==> src/rtl/colgen_pkg.sv <==
package colgen_pkg;
  localparam int COL_W  = 8;
  localparam int MODE_W = 10;
  localparam int LG_W   = $clog2(COL_W + 1);

  localparam int LEN_LSB  = 0;
  localparam int ORDER_B  = 3;
  localparam int WSNGL_B  = 9;

  typedef enum logic [2:0] {
    LEN_1    = 3'b000,
    LEN_2    = 3'b001,
    LEN_4    = 3'b010,
    LEN_8    = 3'b011,
    LEN_PAGE = 3'b111
  } len_code_e;
endpackage

==> src/rtl/colgen_mode_dec.sv <==
module colgen_mode_dec
  import colgen_pkg::*;
#(
  parameter int MW = MODE_W,
  parameter int LW = LG_W
) (
  input  logic          clk,
  input  logic          rst_n,
  input  logic          mode_ld,
  input  logic [MW-1:0] mode_din,
  output logic [LW-1:0] lg_mode,
  output logic          il_mode,
  output logic          wr_single,
  output logic          err
);
  localparam logic [LW-1:0] LG_PAGE = LW'(COL_W);

  logic [MW-1:0] mode_q, mode_d;
  logic [2:0]    code;

  always_comb begin
    mode_d = mode_q;
    if (mode_ld) mode_d = mode_din;
  end

  always_ff @(posedge clk or negedge rst_n) begin
    if (!rst_n)       mode_q <= '0;
    else if (mode_ld) mode_q <= mode_d;
  end

  assign code      = mode_q[LEN_LSB +: 3];
  assign il_mode   = mode_q[ORDER_B];
  assign wr_single = mode_q[WSNGL_B];

  always_comb begin
    lg_mode = '0;
    err     = 1'b0;
    unique case (code)
      LEN_1:    lg_mode = LW'(0);
      LEN_2:    lg_mode = LW'(1);
      LEN_4:    lg_mode = LW'(2);
      LEN_8:    lg_mode = LW'(3);
      LEN_PAGE: begin
        if (il_mode) err = 1'b1;
        else         lg_mode = LG_PAGE;
      end
      default:  err = 1'b1;
    endcase
  end
endmodule

==> src/rtl/colgen_seq.sv <==
module colgen_seq
  import colgen_pkg::*;
#(
  parameter int CW = COL_W,
  parameter int LW = LG_W
) (
  input  logic          clk,
  input  logic          rst_n,
  input  logic          start,
  input  logic          start_wr,
  input  logic [CW-1:0] start_col,
  input  logic          stop,
  input  logic [LW-1:0] lg_mode,
  input  logic          il_mode,
  input  logic          wr_single,
  input  logic          err,
  output logic          busy,
  output logic          last,
  output logic [CW-1:0] base,
  output logic [CW-1:0] beat,
  output logic [CW-1:0] mask,
  output logic          il
);
  logic          busy_q, busy_d;
  logic [CW-1:0] k_q, k_d;
  logic [CW-1:0] base_q, base_d;
  logic [LW-1:0] lg_q, lg_d;
  logic          il_q, il_d;
  logic          en;
  logic [CW:0]   span;

  assign span = ({{CW{1'b0}}, 1'b1} << lg_q) - 1'b1;
  assign mask = span[CW-1:0];
  assign last = busy_q && (k_q == mask);

  always_comb begin
    busy_d = busy_q;
    k_d    = k_q;
    base_d = base_q;
    lg_d   = lg_q;
    il_d   = il_q;
    if (!busy_q) begin
      if (start) begin
        busy_d = 1'b1;
        k_d    = '0;
        base_d = start_col;
        lg_d   = (err || (start_wr && wr_single)) ? '0 : lg_mode;
        il_d   = il_mode;
      end
    end else if (stop || last) begin
      busy_d = 1'b0;
    end else begin
      k_d = k_q + 1'b1;
    end
  end

  assign en = start | busy_q;

  always_ff @(posedge clk or negedge rst_n) begin
    if (!rst_n) begin
      busy_q <= 1'b0;
      k_q    <= '0;
      base_q <= '0;
      lg_q   <= '0;
      il_q   <= 1'b0;
    end else if (en) begin
      busy_q <= busy_d;
      k_q    <= k_d;
      base_q <= base_d;
      lg_q   <= lg_d;
      il_q   <= il_d;
    end
  end

  assign busy = busy_q;
  assign base = base_q;
  assign beat = k_q;
  assign il   = il_q;
endmodule

==> src/rtl/colgen_addr.sv <==
module colgen_addr
  import colgen_pkg::*;
#(
  parameter int CW = COL_W
) (
  input  logic [CW-1:0] base,
  input  logic [CW-1:0] beat,
  input  logic [CW-1:0] mask,
  input  logic          il,
  output logic [CW-1:0] addr
);
  logic [CW-1:0] seq_addr, il_addr, sum;

  assign sum      = base + beat;
  assign seq_addr = (base & ~mask) | (sum & mask);
  assign il_addr  = base ^ (beat & mask);
  assign addr     = il ? il_addr : seq_addr;
endmodule

==> src/rtl/sdram_burst_colgen.sv <==
module sdram_burst_colgen
  import colgen_pkg::*;
#(
  parameter int CW = COL_W,
  parameter int MW = MODE_W
) (
  input  logic          clk,
  input  logic          rst_n,
  input  logic          mode_ld,
  input  logic [MW-1:0] mode_din,
  input  logic          start,
  input  logic          start_wr,
  input  logic [CW-1:0] start_col,
  input  logic          stop,
  output logic [CW-1:0] col_addr,
  output logic          col_vld,
  output logic          col_last,
  output logic          mode_err
);
  localparam int LW = $clog2(CW + 1);

  logic [LW-1:0] lg_mode;
  logic          il_mode, wr_single, err;
  logic          busy, last, il;
  logic [CW-1:0] base, beat, mask;

  colgen_mode_dec #(.MW(MW), .LW(LW)) u_dec (
    .clk(clk), .rst_n(rst_n), .mode_ld(mode_ld), .mode_din(mode_din),
    .lg_mode(lg_mode), .il_mode(il_mode), .wr_single(wr_single), .err(err)
  );

  colgen_seq #(.CW(CW), .LW(LW)) u_seq (
    .clk(clk), .rst_n(rst_n), .start(start), .start_wr(start_wr),
    .start_col(start_col), .stop(stop), .lg_mode(lg_mode),
    .il_mode(il_mode), .wr_single(wr_single), .err(err),
    .busy(busy), .last(last), .base(base), .beat(beat), .mask(mask), .il(il)
  );

  colgen_addr #(.CW(CW)) u_addr (
    .base(base), .beat(beat), .mask(mask), .il(il), .addr(col_addr)
  );

  assign col_vld  = busy;
  assign col_last = last;
  assign mode_err = err;
endmodule

==> config.mk <==
export PLATFORM = sky130hd
export DESIGN_NAME = sdram_burst_colgen
export DESIGN_NICKNAME = d
export VERILOG_FILES = /design/src/rtl/colgen_pkg.sv /design/src/rtl/colgen_mode_dec.sv /design/src/rtl/colgen_seq.sv /design/src/rtl/colgen_addr.sv /design/src/rtl/sdram_burst_colgen.sv
export SDC_FILE = /design/constraint.sdc
export NUM_CORES = 1
export LEC_CHECK = 0
export BUFFER_PORTS_ARGS = -buffer_cell sky130_fd_sc_hd__buf_4
export CELL_PAD_IN_SITES_DETAIL_PLACEMENT = 1
export CELL_PAD_IN_SITES_GLOBAL_PLACEMENT = 2
export CORE_MARGIN = 3
export CORE_UTILIZATION = 33
export CTS_CLUSTER_DIAMETER = 50
export DETAILED_ROUTE_END_ITERATION = 8
export PLACE_DENSITY_LB_ADDON = 0.1
export SETUP_SLACK_MARGIN = 0.1
export SLEW_MARGIN = 10
export SYNTH_ARGS = -nofsm -noshare
export SYNTH_HDL_FRONTEND = slang
export SYNTH_SLANG_ARGS = --single-unit
==> constraint.sdc <==
create_clock -name clk -period 2.83 [get_ports clk]
set_input_delay 0.1415 -clock clk [delete_from_list [all_inputs] [get_ports clk]]
set_output_delay 0.1415 -clock clk [all_outputs]
set_load 0.05 [all_outputs]
After elaboration in Yosys (flattened, before gate mapping). Index checks and enable logic that the tools add are counted.

Bits in registers: 32. Bits in latches: 0. RAM bits: 0. Bits in read-only memories: 0. Input bits: 24. Logic and storage cells: 45. Memories kept: 0.

Add/subtract/negate cells: 3. $mul: 0. Divide/modulo/power cells: 0. Magnitude comparators: 0. Eq/ne operators: 6. Shift operators: 1. Mux-type cells: 12. Bitwise logic cells: 8. Reductions and logical operators: 9.

Operator list (number): 8-bit 2-to-1 mux (4); 8-bit bitwise AND (3); 4-bit case mux with 4 select lines (1); 8-bit by 1-bit adder with 8-bit output (second input constant) (1); 8-bit adder (1); 8-bit equality test (1); 4-bit 2-to-1 mux (2); 8-bit NOT (1); 8-bit OR (1); 1-bit by 4-bit left shift with 8-bit output (first input constant) (1); 8-bit by 1-bit subtractor with 8-bit output (second input constant) (1); 8-bit XOR (1); 3-bit by 2-bit equality test with 1-bit output (second input constant) (2); 3-bit AND reduction (2); 1-bit 2-to-1 mux (4); 4-bit OR reduction (1); 3-bit by 1-bit equality test with 1-bit output (second input constant) (1); 3-bit equality test (second input constant) (1); 3-bit logical NOT (1); 1-bit logical AND (2); 1-bit logical OR (2); 2-bit != test (second input constant) (1); 1-bit case mux with 2 select lines (1); 2-bit nonzero test (1); other kinds (2) (2).

Depth between registers and ports, before layout. Gate-level depths: netlist of run 1.

Word-level depth: 7. Depth in mapped cells: 10.

Hierarchy. A second synthesis of run 1 with hierarchy kept.

Cells, all modules: 223. Area, all modules: 2035.7 um^2.

By module, submodules not included: colgen_seq (instances 1, cells each 135, area each 1298.7 um^2, sequential area each 550.5 um^2); colgen_addr (instances 1, cells each 71, area each 513.0 um^2, sequential area each 0.0 um^2); colgen_mode_dec (instances 1, cells each 17, area each 224.0 um^2, sequential area each 125.1 um^2).

Least setup slack after synthesis of run 1. No wires, ideal clock.

Path kind: reg2out. From: register u_seq.k_q[0] (netlist: u_seq.beat[0]). To: output col_addr[6]. Arrival: 2.612 ns. Setup slack: 0.076 ns. Cell stages (with the launch flop): 9. Path buffers: 0. Cells stage by stage: dfrtp_1 > ha_1 > inv_1 > fa_1 > nor2b_1 > o21a_1 > o211ai_1 > and3_1 > nor3_1.

Longest elaborated chain between the ends: 4.

RTL lines: start: declaration (RTL line colgen_seq.sv:25) `logic [CW-1:0] k_q, k_d;`; start signal: assignment (RTL line colgen_seq.sv:68) `k_q <= k_d;`; 8-bit adder (RTL line colgen_addr.sv:14) `assign sum = base + beat;`; 8-bit bitwise AND (RTL line colgen_addr.sv:15) `assign seq_addr = (base & ~mask) | (sum & mask);`; 8-bit OR (RTL line colgen_addr.sv:15); 8-bit 2-to-1 mux (RTL line colgen_addr.sv:17) `assign addr = il ? il_addr : seq_addr;`; end: declaration (RTL line sdram_burst_colgen.sv:15) `output logic [CW-1:0] col_addr,`.

No other way between the ends.

Worst setup path after layout of run 1.
From: register u_seq.base_q[0] (netlist: u_seq.base[0]). To: output col_addr[4].

Longest elaborated chain between the ends: 4.

RTL lines: start: declaration (RTL line colgen_seq.sv:26) `logic [CW-1:0] base_q, base_d;`; start signal: assignment (RTL line colgen_seq.sv:69) `base_q <= base_d;`; 8-bit adder (RTL line colgen_addr.sv:14); 8-bit bitwise AND (RTL line colgen_addr.sv:15); 8-bit OR (RTL line colgen_addr.sv:15); 8-bit 2-to-1 mux (RTL line colgen_addr.sv:17).

No other way between the ends.

==> results of run 1 <==
-- layout by cell type (no fill, tap or decap), types with 6 or more instances in the layout --
| master | count |
|---|---|
| nand2_1 | 42 |
| buf_4 | 36 |
| dfrtp_1 | 24 |
| o21ai_1 | 17 |
| ha_1 | 16 |
| inv_1 | 10 |
| nor2_1 | 9 |
| xnor2_1 | 7 |
| a21oi_1 | 6 |
-- where the power goes --
part | switching (mW) | total (mW) | internal (mW) | leakage (nW)
clock | 0.128 | 0.317 | 0.190 | 0.0357
sequential | 0.143 | 0.617 | 0.473 | 0.329
combinational | 1.06 | 1.75 | 0.687 | 0.771
total | 1.33 | 2.68 | 1.35 | 1.14
-- logic make-up after synthesis --
logic type               after synthesis  share of synthesized area, %
XOR/XNOR                               9                          4.20
adder cells (fa/ha/maj)               19                          13.1
multiplexers                           7                          4.07
buffers and inverters                 15                          3.67
flip-flops                            26                          34.7
AO/OA/AOI/OAI                         50                          18.6
AND/OR/NAND/NOR                       83                          21.7
-- metrics by stage --
step	util [%]	power, mW	cell area (um^2)
2_1_floorplan	-	1.80	1880
3_3_place_gp	41.8	2.26	2220
3_5_place_dp	41.8	2.31	2220
4_1_cts	43.6	2.67	2310
5_1_grt	44.2	2.89	2350
6_report	44.2	2.68	2350
-- final cells by class --
cell class | count | area [um^2] | area share (%)
multi-input combinational | 168 | 1190 | 50.7
sequential | 26 | 653 | 27.8
timing repair buffer | 39 | 303 | 12.9
tap | 70 | 87.6 | 3.73
clock buffer | 3 | 41.3 | 1.76
inverter | 11 | 41.3 | 1.76
clock inverter | 1 | 30.0 | 1.28
-- state kept, by name (all words and copies together), names as in the netlist --
signal,cells
u_seq.base,8
u_seq.lg_q,3
u_dec.mode_q,5
u_seq.beat,8
u_seq.il,1
u_seq.busy,1
-- tightest hold or removal path, cell delays in order --
cell	delay [ps]
buf_4	80
nand2_1	40
nand2_1	50
-- worst max path at each step --
| stage | start | to | slack [ps] | depth (start not counted) |
|---|---|---|---|---|
| final | u_seq.base[0]$_DFFE_PN0P_ | col_addr[4] | 180 | 9 |
| after global routing | u_seq.base[0]$_DFFE_PN0P_ | col_addr[4] | 80 | 9 |
| after global placement | u_seq.lg_q[1]$_DFFE_PN0P_ | u_seq.beat[7]$_DFFE_PN0P_ | 230 | 10 |
| after floorplan | u_seq.lg_q[3]$_DFFE_PN0P_ | col_last | 250 | 6 |
| after detailed placement | u_seq.lg_q[1]$_DFFE_PN0P_ | u_seq.beat[7]$_DFFE_PN0P_ | 170 | 10 |
| after CTS | u_seq.lg_q[1]$_DFFE_PN0P_ | col_last | 110 | 8 |
-- repair_timing --
| action | in CTS | in global routing |
|---|---|---|
| gates resized for setup | 3 | 7 |
| endpoints found under the hold margin | 26 | 0 |
| hold buffers | 1 | 0 |
| pin swaps | 0 | 1 |
| gates cloned | 0 | 0 |
| setup buffers | 1 | 0 |
| setup endpoints to repair | 2 | 9 |
-- metal layers --
layer,track usage [%],up-vias,share of wire [%]
li1,-,819,-
met1,23.5,833,48
met2,27.4,17,50
met3,1.33,7,1.5
met4,5.24,0,1.2
met5,0,-,0
==> out/metrics.yaml, run 1 <==
timing:
  layout_min_cycle_time_ps: 2650
  tns_ps: 0
  max_freq_mhz: 378
  whs_ps: 54.5
  maxSlewHeadroom_pct: 57.3
  rsz0062_at_grt: "false"
  post-route-period-util_pct: 93.5
  slew_violations: 0
  skew_ps: 4.63
  hold_viol: 0
  tightest_slew_ps: 641
  finalWorstSetupSlack_ps: 184
  finalSetupViolations: 0
yosys:
  synthTopCellsByCount: "nand2_1, dfrtp_1, ha_1, o21ai_1, inv_1"
  synth_edf_count: 0
  synth_cells: 209
  ys_types: 48
  synth.most_common_cell: "nand2_1"
  synth_area_per_cell_um2: 8.97
  synthFlopType: "dfrtp_1"
  ys_seq_area_share_pct: 34.7
  synth.largest_area_cell: "dfrtp_1"
  synth_area_leaders: "dfrtp_1, ha_1, nand2_1"
  synth_top_cell_area_share_pct: 34.7
  ys_seq_elements: 26
  synth_fp_nets: 252
  syn-cell-area_mm2: 0.00188
  ys_warn_count: 0
  async_reset_ff_share_pct: 100
clocking:
  cts_tree: "yes"
  cts_made_buffers: 3
  cts-htree-levels: 1
  cts-root-buf: "clkbuf_8"
  cts.reportedPaths.clkPinSlew_ps: 100
  cts_buffer_depth: 2
  cts.sinks: 26
  clk_latency_ps: 280
placed_design:
  dp.cells: 312
  numPortBuffers: 29
  hpwl_mm: 3.98
  gp_congestion: 0.811
  dpl_worst_slack_ps: 167
worst_setup_path:
  rr_worst_depth: 10
  rr_startpoint: "u_seq.lg_q[1]$_DFFE_PN0P_"
  crit_chain: "ha_2, inv_1, fa_1, nor2b_2, o21a_1, nor3_1, or3b_1, a22oi_2, buf_6"
  required_ps: 2690
  worst_setup_path_start_kind: "flip-flop"
  crit_buf_inv: 2
  cp_data_arrival_time_ps: 2500
  path_class: "reg2out"
  critPathMaxFanout: 3
  reg2reg_to: "u_seq.beat[6]$_DFFE_PN0P_"
  end_kind: "output pin"
  cpMaxStageDelayCell: "fa_1"
  cp_slowest_stage_delay_ps: 420
  path_delay_family: "adder cells"
  r2r_setup_slack_ps: 260
floorplanning:
  chipWidth_um: 81.4
  die_h_um: 81.4
  core-area_mm2: 0.00530
  initial_utilization_pct: 35.4
  rows: 26
  die-area_mm2: 0.00662
  ioPinCount: 35
global_routing:
  overflow: 0
  grt_use_total_pct: 16.8
  grt_antenna_before_repair: 0
  grt_max_degree: 27
  grt_pass1_wl_mm: 8.69
  grt_pass1_vias: 1781
final_layout:
  fillers: 646
  areaGrowthSynthToFinish_pct: 25.1
  final_layout_size_suffix_gt1_share_pct: 26.6
  final_nets: 292
  n_antenna_cell: 0
  layout.cells.non_filler: 318
power:
  irDropWorstVdd_v: 0.000536
  p_leak_nw: 1.14
  power.density_mw_per_mm2: 1140
worst_hold_path:
  holdPathEnd: "u_seq.base[5]$_DFFE_PN0P_"
  hold_path.class: "in2reg"
  holdPathStages: 3
  min-delay-start: "start_col[5]"
job:
  maxCapViolCount: 0
routing:
  drtIter0Drc: 62
  routed_wl_mm: 5.04
  dr.pass1.iters: 4
  drc_errors: 0
  viasPerCell: 5.27
  route.detailed.wl_per_inst_um: 15.8
  ant_nets: 0
  via_count: 1676
outcome:
  status: "completed"
Note: power is estimated with default switching activity, not from simulation.
==> run 2, diff against run 1 <==
- ABC_AREA: unset -> 1
- CORE_UTILIZATION: 33 -> 31
==> run 2 against run 1 <==
Effect of this change: clock power hardly changed; final area shrank 3.3%; clock-buffer cell count stayed put; utilization shrank 4.5 points; synthesized area up 0.80%; first-iteration DRC count down 13%; worst setup slack better by 100 ps; critical path type unchanged; critical endpoint is now col_last; largest cell class unchanged.
==> out/metrics.yaml, run 2 <==
timing:
  maxSlewHeadroom_pct: 73.4  # +16 points
  post-route-period-util_pct: 89.9  # -3.6 points
  max_freq_mhz: 393  # +4.0%
  layout_min_cycle_time_ps: 2540  # -102 ps
  hold_viol: 0  # unchanged
  finalSetupViolations: 0  # unchanged
  tightest_slew_ps: 398  # -243 ps
  slew_violations: 0  # unchanged
  skew_ps: 2.51  # -2.12 ps
  tns_ps: 0  # unchanged
  rsz0062_at_grt: "false"
yosys:
  synth_cells: 255  # +22%
  synth_edf_count: 0  # unchanged
  synth.most_common_cell: "nand2_1"
  synth_top_cell_area_share_pct: 34.4  # -0.28 points
  synthFlopType: "dfrtp_1"
  ys_seq_area_share_pct: 34.4  # -0.28 points
  ys_seq_elements: 26  # unchanged
  synthTopCellsByCount: "nand2_1, dfrtp_1, inv_1, nand3_1"
  synth_area_leaders: "dfrtp_1, nand2_1, ha_1"
  synth.largest_area_cell: "dfrtp_1"
  async_reset_ff_share_pct: 100  # unchanged
  ys_types: 28  # -42%
  syn-cell-area_mm2: 0.00189  # +0.80%
  ys_warn_count: 0  # unchanged
  synth_area_per_cell_um2: 7.41  # -17%
  synth_fp_nets: 298  # +18%
placed_design:
  hpwl_mm: 4.09  # +2.8%
  numPortBuffers: 29  # unchanged
  gp_congestion: 0.778  # -4.2%
  place_area_mm2: 0.00218  # -1.7%
final_layout:
  final_nets: 330  # +13%
  final_layout_size_suffix_gt1_share_pct: 16.1  # -11 points
  areaGrowthSynthToFinish_pct: 20.1
  final_cell_mix: "nand2_1, buf_4, inv_1, dfrtp_1, nand3_1"
  fillers: 723  # +12%
  multiInputGateArea_mm2: 0.00109  # -8.0%
  layout.area.seq_um2: 651  # -0.38%
  design_area_mm2: 0.00227  # -3.3%
  n_antenna_cell: 0  # unchanged
  mostFrequentLayoutCell: "nand2_1"
floorplanning:
  core-area_mm2: 0.00571  # +7.7%
  chipWidth_um: 84.1  # +3.3%
  rows: 27  # +3.8%
  initial_utilization_pct: 33.1  # -2.3 points
  die_h_um: 84.1  # +3.3%
  die-area_mm2: 0.00707  # +6.8%
  ioPinCount: 35  # unchanged
worst_setup_path:
  end_kind: "output pin"
  path_class: "reg2out"
  worst_setup_path_start_kind: "flip-flop"
  required_ps: 2690  # about the same
  critPathMaxFanout: 3  # unchanged
  cp_data_arrival_time_ps: 2400  # -100 ps
  rr_worst_depth: 11  # +1
clocking:
  cts-htree-levels: 1  # unchanged
  cts_buffer_depth: 2  # unchanged
  cts.sinks: 26  # unchanged
  cts.reportedPaths.clkPinSlew_ps: 100  # about the same
  cts_tree: "yes"
  cts-root-buf: "clkbuf_8"
  cts_setup_buffers: 0  # -1
  cts_made_buffers: 3  # unchanged
  clk_latency_ps: 270  # about the same
global_routing:
  grt_use_total_pct: 15.0  # -1.8 points
  grt_pass1_vias: 1739  # -2.4%
  grt_antenna_before_repair: 0  # unchanged
  grt_pass1_wl_mm: 8.64  # -0.64%
  grt_max_degree: 27  # unchanged
  overflow: 0  # unchanged
power:
  p_leak_nw: 1.19  # +4.8%
  irDropWorstVdd_v: 0.000627  # +17%
  power.density_mw_per_mm2: 1050  # -8.0%
routing:
  dr.pass1.iters: 4  # unchanged
  via_count: 1730  # +3.2%
  ant_nets: 0  # unchanged
  drtIter0Drc: 54  # -13%
  routed_wl_mm: 5.12  # +1.6%
  route.detailed.wl_per_inst_um: 14.3  # -9.8%
  viasPerCell: 4.83  # -8.3%
  drc_errors: 0  # unchanged
job:
  maxCapViolCount: 0  # unchanged
outcome:
  status: "completed"
worst_hold_path:
  holdPathStages: 3  # unchanged
  hold_path.class: "in2reg"
-- run 2: changes by cell type after synthesis, moves of 4 or more --
cell | previous run | this run
o21ai_1 | 16 | 12
xor2_1 | 2 | 6
nor2_1 | 9 | 18
a211oi_1 | 5 | 0
o22ai_1 | 0 | 4
a21oi_1 | 6 | 11
and3_1 | 5 | 0
mux2_2 | 5 | 1
nand3_1 | 5 | 21
inv_1 | 10 | 26
inv_2 | 1 | 6
o21ai_0 | 3 | 13
nand2_1 | 42 | 67
-- run 2: kinds of logic (layout without fill, tap and decap cells) --
kind of cell               count (synthesis)  in the layout  share of synthesized area (%)
and+or+nand+nor                          119            119                           27.2
muxes                                      1              1                          0.596
adders and majority gates                 19             19                           13.0
DFF                                       26             26                           34.4
xor gates and xnor gates                  11             11                           5.10
AOI/OAI and AO/OA                         42             42                           11.6
buffers and inverters                     37             68                           8.07
-- run 2: worst max-delay path: stages, from the launching register on --
cell     delay [ps]
dfrtp_1         390
nor2_1          200
nand2_1         140
ha_1            240
xor2_2          210
inv_2            60
ha_1            280
nor2_1          160
nand4_1         160
inv_1            90
buf_4           190
-- run 2: metrics by stage --
stage / power [mW] / instances / utilization [%] / hold WS, ps / setup slack (ps)
after floorplan: 1.65 / 255 / - / -154 / 256
after global placement: 2.05 / 353 / 38.2 / 84.5 / 359
after detailed placement: 2.09 / 353 / 38.2 / 85.4 / 311
after CTS: 2.41 / 358 / 39.6 / 53.6 / 170
after global routing: 2.59 / 358 / 39.8 / 50.5 / 127
final: 2.39 / 358 / 39.8 / 57.0 / 286
-- run 2: per-layer routing --
metal / routed length [um] / share of wire, % / GRT usage, %
met1: 2630 / 51 / 21.4
met2: 2360 / 46 / 24.9
met3: 98 / 1.9 / 2.07
met4: 24 / 0.47 / 1.75
met5: 0 / 0 / 0
-- run 2: worst paths after layout --
path                                             startpoint                     endpoint  slack (ps)
worst min-delay path                           start_col[3]    u_seq.base[3]$_DFFE_PN0P_          60
max in group asynchronous                             rst_n    u_seq.lg_q[3]$_DFFE_PN0P_        2240
worst max-delay path              u_seq.lg_q[1]$_DFFE_PN0P_                     col_last         290
worst min register to register  u_dec.mode_q[9]$_DFFE_PN0P_  u_dec.mode_q[9]$_DFFE_PN0P_         520
min in group asynchronous                             rst_n       u_seq.busy$_DFFE_PN0P_         320
worst max register to register    u_seq.lg_q[1]$_DFFE_PN0P_    u_seq.beat[1]$_DFFE_PN0P_         410
-- run 2: layout make-up --
cell class	count	area share [%]
Clock buffer	3	1.82
Clock inverter	1	1.32
Inverter	32	5.29
Multi-Input combinational cell	192	48.2
Sequential cell	26	28.7
Tap cell	72	3.97
Timing Repair Buffer	32	10.7
-- run 2: what timing repair did --
| action | CTS | global route |
|---|---|---|
| endpoints found under the hold margin | 26 | 0 |
| resized for setup | 0 | 1 |
| setup endpoints to repair | 0 | 3 |
| hold buffers | 1 | 0 |
-- run 2: power breakdown --
part,total [mW],switching [mW],internal (mW)
Clock,0.319,0.129,0.189
Combinational,1.48,0.993,0.488
Sequential,0.591,0.127,0.464
==> run 3, diff against run 2 <==
- REMOVE_ABC_BUFFERS: unset -> 1
==> run 3 against run 2 <==
Effect of this change: final cell count unchanged; maximum frequency increased by 3.0%; critical endpoint unchanged; hold slack got worse by 11 ps.
==> out/metrics.yaml, run 3 (synthesized netlist as in run 2, its figures left out) <==
outcome:
  status: "completed"
final_layout:
  final_cell_mix: "nand2_1, buf_4, inv_1, dfrtp_1, nand3_1"
  final_nets: 330  # unchanged
  layout.area.seq_um2: 651  # unchanged
  mostFrequentLayoutCell: "nand2_1"
  fillers: 735  # +1.7%
  n_antenna_cell: 0  # unchanged
  layout.cells.non_filler: 358  # unchanged
  multiInputGateArea_mm2: 0.00109  # -0.69%
  final_layout_size_suffix_gt1_share_pct: 15.7  # -0.35 points
  areaGrowthSynthToFinish_pct: 19.7
timing:
  slew_violations: 0  # unchanged
  skew_ps: 5.22  # +2.71 ps
  rsz0062_at_grt: "false"
  maxSlewHeadroom_pct: 64.2  # -9.2 points
  tns_ps: 0  # unchanged
  max_freq_mhz: 405  # +3.0%
  layout_min_cycle_time_ps: 2470  # -74.4 ps
  finalSetupViolations: 0  # unchanged
  finalWorstSetupSlack_ps: 360  # +74.4 ps
  hold_viol: 0  # unchanged
  tightest_slew_ps: 535  # +137 ps
  post-route-period-util_pct: 87.3  # -2.6 points
power:
  internal-power_mw: 1.13  # -0.80%
  power.density_mw_per_mm2: 1040  # -1.1%
  p_comb_share_pct: 61.2  # -0.8 points
  clkPwrFrac_pct: 13.7  # +0.4 points
  switching_share_pct: 52.0  # -0.29 points
  p_switching_mw: 1.23  # -1.9%
  irDropWorstVdd_v: 0.000591  # -5.7%
  p_leak_nw: 1.19  # about the same
  seqPwrFrac_pct: 25.2  # +0.5 points
routing:
  drtIter0Drc: 66  # +22%
  routed_wl_mm: 4.97  # -2.9%
  ant_nets: 0  # unchanged
  via_count: 1706  # -1.4%
  drc_errors: 0  # unchanged
  dr.pass1.iters: 4  # unchanged
  viasPerCell: 4.77  # -1.4%
  route.detailed.wl_per_inst_um: 13.9  # -2.9%
placed_design:
  dp.cells: 353  # unchanged
  gp_congestion: 0.785  # +0.94%
  numPortBuffers: 29  # unchanged
  dpl_worst_slack_ps: 451  # +140 ps
  hpwl_mm: 3.86  # -5.7%
clocking:
  cts_made_buffers: 3  # unchanged
  cts-htree-levels: 1  # unchanged
  cts.reportedPaths.clkPinSlew_ps: 100  # about the same
  cts-root-buf: "clkbuf_8"
  cts.sinks: 26  # unchanged
  cts_buffer_depth: 2  # unchanged
  cts_tree: "yes"
  clk_latency_ps: 280  # about the same
floorplanning:
  rows: 27  # unchanged
  core-area_mm2: 0.00571  # unchanged
  ioPinCount: 35  # unchanged
  die_h_um: 84.1  # unchanged
  initial_utilization_pct: 33.1  # unchanged
  chipWidth_um: 84.1  # unchanged
  die-area_mm2: 0.00707  # unchanged
worst_setup_path:
  cpMaxStageDelayCell: "dfrtp_1"
  required_ps: 2690  # about the same
  end_kind: "output pin"
  path_class: "reg2out"
  crit_chain: "nor2_1, nand2_1, ha_1, xor2_1, inv_2, ha_1, nor2_1, nand4_1, inv_1, buf_4"
  critPathMaxFanout: 3  # unchanged
  cp_slowest_stage_delay_ps: 390  # about the same
  cp_data_arrival_time_ps: 2330  # -70 ps
  worst_setup_path_start_kind: "flip-flop"
  rr_worst_depth: 11  # unchanged
  r2r_setup_slack_ps: 450  # +40 ps
global_routing:
  grt_pass1_vias: 1782  # +2.5%
  overflow: 0  # unchanged
  grt_pass1_wl_mm: 8.60  # -0.47%
  grt_antenna_before_repair: 0  # unchanged
  grt_use_total_pct: 15.1  # +0.052 points
  grt_max_degree: 27  # unchanged
worst_hold_path:
  hold_path.class: "in2reg"
  holdPathStages: 3  # unchanged
job:
  maxCapViolCount: 0  # unchanged
[run 3: final timing paths]
| check | from | end |
|---|---|---|
| worst max-delay path | u_seq.lg_q[1]$_DFFE_PN0P_ | col_last |
| worst min-delay path | start_col[7] | u_seq.base[7]$_DFFE_PN0P_ |
| worst max register to register | u_seq.lg_q[1]$_DFFE_PN0P_ | u_seq.beat[1]$_DFFE_PN0P_ |
| worst min register to register | u_dec.mode_q[2]$_DFFE_PN0P_ | u_seq.lg_q[3]$_DFFE_PN0P_ |
| max in group asynchronous | rst_n | u_dec.mode_q[2]$_DFFE_PN0P_ |
| min in group asynchronous | rst_n | u_seq.il$_DFFE_PN0P_ |
[run 3: worst max-delay path: cells and delay by family, from the launching register on]
family / cells / cell delay [ps]
xor gates and xnor gates: 1 / 230
buffers and inverters: 3 / 350
adders and majority gates: 2 / 500
DFF: 1 / 390
and+or+nand+nor: 4 / 580
[run 3: power groups by stage]
stage | Sequential, mW | Clock (mW) | Combinational, mW
floorplan | 0.581 | 0 | 1.04
global placement | 0.604 | 0 | 1.44
detailed placement | 0.604 | 0 | 1.46
CTS | 0.597 | 0.329 | 1.46
global route | 0.616 | 0.349 | 1.62
finish | 0.593 | 0.322 | 1.44
[run 3: repair_timing]
item	4_1_cts	5_1_grt
resized for setup	0	0
hold buffers	1	0
setup buffers	0	0
setup endpoints to repair	0	0
hold endpoints to repair	26	0
[run 3: cell type report]
cell class | instances | area share [%]
inverter | 32 | 5.31
multi-input combinational | 192 | 48.1
timing repair buffer | 32 | 10.7
tap | 72 | 3.98
clock inverter | 1 | 1.33
sequential | 26 | 28.8
clock buffer | 3 | 1.83
[run 3: metrics by stage]
step                      instance area [um^2]  utilization, %  hold slack, ps  total power [mW]
after floorplan                           1860               -            -154              1.62
after global placement                    2180            38.2            86.9              2.04
after detailed placement                  2180            38.2            88.4              2.06
after CTS                                 2260            39.6            44.2              2.39
after global routing                      2260            39.6            35.6              2.59
final                                     2260            39.6            45.9              2.36
[run 3: routing by layer]
layer / GRT usage [%] / wire (um) / vias to the layer above
li1: - / - / 893
met1: 21.2 / 2550 / 789
met2: 24.2 / 2240 / 19
met3: 1.38 / 112 / 5
met4: 4.82 / 70 / 0
met5: 0 / 0 / -
